[src/rtl/refresh_sched.sv]
module refresh_sched #(
  parameter int     CLK_PS    = 1250,
  parameter longint WINDOW_NS = 64_000_000,
  parameter int     ROWS      = 8192,
  parameter int     OWED_MAX  = 8,
  localparam int    OW        = $clog2(OWED_MAX + 1)
) (
  input  logic          clk,
  input  logic          rst_n,
  input  logic          hot_i,
  input  logic          over_range_i,
  input  logic          ack_i,
  output logic          req_o,
  output logic          urgent_o,
  output logic [OW-1:0] owed_o,
  output logic          hot_mode_o,
  output logic          err_o
);
  localparam longint NORM = (WINDOW_NS * 1000) / (longint'(ROWS) * CLK_PS);
  localparam longint HOT  = NORM / 2;
  localparam int     CW   = $clog2(NORM) + 1;

  logic [CW-1:0] cnt;
  logic [OW-1:0] owed;
  logic [OW:0]   sum;
  logic          hot_q, err_q;
  wire           tick = (cnt == '0);

  always_comb begin
    sum = {1'b0, owed} + (OW+1)'(tick);
    if (ack_i && owed != '0) sum = sum - 1'b1;
  end

  always_ff @(posedge clk) begin
    if (!rst_n) begin
      cnt   <= CW'(NORM - 1);
      hot_q <= 1'b0;
      owed  <= '0;
      err_q <= 1'b0;
    end else begin
      err_q <= over_range_i;
      owed  <= (sum > (OW+1)'(OWED_MAX)) ? OW'(OWED_MAX) : sum[OW-1:0];
      if (tick) begin
        cnt   <= hot_i ? CW'(HOT - 1) : CW'(NORM - 1);
        hot_q <= hot_i;
      end else begin
        cnt <= cnt - 1'b1;
      end
    end
  end

  assign owed_o     = owed;
  assign req_o      = (owed != '0);
  assign urgent_o   = (owed == OW'(OWED_MAX));
  assign hot_mode_o = hot_q;
  assign err_o      = err_q;
endmodule

[config.mk]
export PLATFORM = sky130hd
export DESIGN_NAME = refresh_sched
export DESIGN_NICKNAME = d
export VERILOG_FILES = /design/src/rtl/refresh_sched.sv
export SDC_FILE = /design/constraint.sdc
export NUM_CORES = 1
export LEC_CHECK = 0
export ABC_AREA = 1
export CORE_ASPECT_RATIO = 0.5
export CORE_MARGIN = 2
export CORE_UTILIZATION = 40
export CTS_CLUSTER_SIZE = 30
export DETAILED_ROUTE_END_ITERATION = 7
export PLACE_DENSITY = 0.63
export SYNTH_ARGS = -nofsm -noshare
export SYNTH_HDL_FRONTEND = slang
export SYNTH_SLANG_ARGS = --single-unit
export TNS_END_PERCENT = 50
[constraint.sdc]
create_clock -name clk -period 3.1 [get_ports clk]
set_clock_uncertainty 0.1 [all_clocks]
set_input_delay 0.62 -clock clk [delete_from_list [all_inputs] [get_ports clk]]
set_output_delay 0.62 -clock clk [all_outputs]
set_load 0.005 [all_outputs]
==> metrics.md <==
| Metric | Value |
|---|---|
| Final #Nets | 186 |
| Power per cell area | 748.7 nW/µm² |
| First-pass GRT wire length | 3663 µm |
| Prevailing post-synth register cell | dfxtp_1 |
| Synth Area in Simple Gates | 37.21% |
| Lkg Pwr | 0.6090 nW |
| Skew-Pair Late Insertion Delay | 0.26 ns |
| Largest net degree at the start of global routing | 12 |
| Post-cts resize count | 0 |
| FP Rows | 13 |
| Crit path DAT | 2.77 ns |
| CP Capture Type | flop |
| Post-Syn Area per Cell | 7.043 µm² |
| Top cell type by total area after synthesis | dfxtp_1 |
| First-pass DRT Iterations | 4 |
| Bufs on Longest Clock Path | 2 |
| Startpoint Class | flop |
| Adder-cell share of the synthesized area | 5.587% |
| Final Critical Period | 2.668 ns |
| Root buf cell | clkbuf_8 |
| CP delay by family, top | simple AND/OR/NAND/NOR gates |
| Placer Congestion | 0.8353 |
| Routed WL | 1992 µm |
| Number of fill cells in the layout | 265 |
| CP Max Fanout | 6 |
| Critical path data required time | 3.20 ns |
| RSZ-0062 raised after global routing | false |
| Number of global-route vias before repair | 913 |
| Initial antenna violation count | 0 |
| Diodes inserted | 0 |
| IO buf count | 12 |
| Int Power | 623.2 µW |
| Routed WL per cell | 9.396 µm |
| EDFF count, synth | 0 |
| Die area | 3265 µm² |
| Switching Fraction | 37.94% |
| Die height | 41.42 µm |
| Critical Path Max Stage Delay | 0.31 ns |
| Synth cell types | 26 |
| Dpl hpwl | 1607 µm |
| Final Cycle Share | 86.07% |
| Post-synthesis register bit count | 20 |
| Ys async rst share | 0% |
| DR vias/cell | 4.608 |
| Synth area leaders | dfxtp_1, nand2_1, inv_1 |
| Post-DRT Antenna Nets | 0 |
| GR Util All Layers | 13.88% |
| Share of cells above drive strength 1 | 12.00% |
| Die X | 78.83 µm |
| CTS tree | yes |
| Syn Nets | 169 |
| Max-cap violations | 0 |
| Finished Layout Cells | 212 |
| Total power draw | 1.004 mW |
| Final Hold Viols | 0 |
| Area growth syn-to-layout | 19.78% |
| Top cell type's share of synthesized area | 35.75% |
| Postcts setup bufs | 0 |
| Reg clk slew, reported paths | 0.07 ns |
| F_max | 0.3748 GHz |
| H-tree levels | 1 |
| Hold WC Path Type | flop to flop |
| Initial Util | 42.50% |
| Clock Power Share | 19.6% |
| Vias | 977 |
| Setup TNS | 0 ns |
| Post-Syn Area | 1120 µm² |
| Slew headroom | 78.54% |
| Dominant cell by count in the synthesized netlist | nand2_1 |
| Setup ws final | 0.4319 ns |
| Synth cell count leaders | nand2_1, inv_1, nor2_1 |
| Drt initial violations | 24 |
| Fraction of synthesized area in multiplexers | 0% |
| Post-route cell area | 1341 µm² |
| Xor-xnor portion of the synthesized cell area | 2.346% |
| Placed Area | 1286 µm² |
| Slew Viols, Final | 0 |
| GRT Residual Overflow | 0 |
| Switch Pwr | 381.0 µW |
| Synth warn | 0 |
| Main combinational cell family by area after synthesis | simple AND/OR/NAND/NOR gates |
| Outcome | finished clean |
| # placed instances | 208 |
| Final setup fails | 0 |
| Reg power frac | 33.8% |
| CP Buf/Inv Count | 5 |
| Syn Inst Count | 159 |
| Floorplan core area | 2635 µm² |
| Pre-CTS setup slack | 0.4589 ns |
| Comb pwr share | 46.6% |
| Cell Chain, Critical Path | inv_1 -> ha_1 -> nand3_1 -> nor3_1 -> nand2_1 -> inv_1 -> ha_1 -> ha_1 -> inv_1 -> ha_1 -> inv_1 -> nor2_4 -> nand3_1 -> nand2_1 -> nand2_1 -> inv_2 -> nand3_2 -> nor2_1 |
| I/O Pins | 13 |
| WS Path Type | flop to flop |
| Cts hold-fix bufs | 0 |
| Seq/Total Area, Yosys | 35.75% |
| Worst-Margin Slew | 0.3215 ns |
| Number of remaining DRC errors | 0 |
| CP max stage cell | dfxtp_1 |
| Inserted Clock Buffers | 3 |
| Sink Count | 20 |
| Peak supply drop | 442.8 µV |
| Compound-Gate Fraction of Synth Area | 10.39% |
## final cells by class
type	count	area, µm²	share of cell area (%)
Clock buffer	4	55.05	4.104
Inverter	26	97.59	7.276
Multi-Input combinational cell	113	621.8	46.36
Sequential cell	20	400.4	29.85
Tap cell	37	46.29	3.451
Timing Repair Buffer	12	120.1	8.955
## worst reg2reg max path: cells and delay by family (launching register included)
kind / cells / cell delay, ns
fa+ha+maj: 4 / 0.81
buf+inv: 5 / 0.49
flops: 1 / 0.31
simple gates: 9 / 0.89
## layer usage
metal	track usage [%]	routed length, µm	up-vias
li1	-	-	540
met4	4.483	27	0
met5	0	0	-
met2	22.74	883	14
met3	4.130	68	4
met1	17.72	1012	419
## final timing paths
path | startpoint | to | slack [ns] | cells after the start
worst max register to register | cnt[0] | owed_o[0] | 0.43 | 18
worst max-delay path | cnt[0] | owed_o[0] | 0.43 | 18
worst min-delay path | cnt[0] | cnt[0] | 0.36 | 1
worst min register to register | cnt[0] | cnt[0] | 0.36 | 1
## sequential cells by signal (all words and copies together), names as in the netlist
| register | count |
|---|---|
| err_o | 1 |
| owed_o | 4 |
| cnt | 14 |
| hot_mode_o | 1 |
## cells by family (layout without fill, tap and decap cells)
group	Yosys count	count (layout)
buffers and inverters	26	42
AOI/OAI and AO/OA	20	20
DFF	20	20
xor gates and xnor gates	3	3
and+or+nand+nor	85	85
adders and majority gates	5	5
## power by group through the flow
stage / Sequential (mW) / Combinational, mW / Clock (mW)
2_1_floorplan: 0.336 / 0.334 / 0
3_3_place_gp: 0.347 / 0.469 / 0
3_5_place_dp: 0.347 / 0.471 / 0
4_1_cts: 0.341 / 0.473 / 0.203
5_1_grt: 0.348 / 0.528 / 0.213
6_report: 0.340 / 0.468 / 0.197
## stage by stage
step / util (%) / hold WS (ns)
floorplan: - / 0.3253
global placement: 48.81 / 0.3480
detailed placement: 48.81 / 0.3500
CTS: 50.90 / 0.3602
global route: 50.90 / 0.3965
finish: 50.90 / 0.3606
## placed cells by master, fill, tap and decap left out
master	count
nor4_1	1
a21oi_1	5
nand2_2	5
nor3_2	1
nand3b_1	1
xnor2_1	1
o21bai_1	1
o21ai_1	1
clkdlybuf4s50_1	12
nor3_1	1
dfxtp_1	20
ha_1	5
inv_1	24
nand3_1	11
nand4_1	3
inv_2	2
o21ai_0	8
clkbuf_8	4
nand2_1	31
nor2_1	22
nand3_2	2
or2_2	1
nand2_4	3
xor2_1	2
nor2_2	2
a32oi_1	1
o21a_1	4
nor2_4	1
Power figures use the tool's default switching activity.
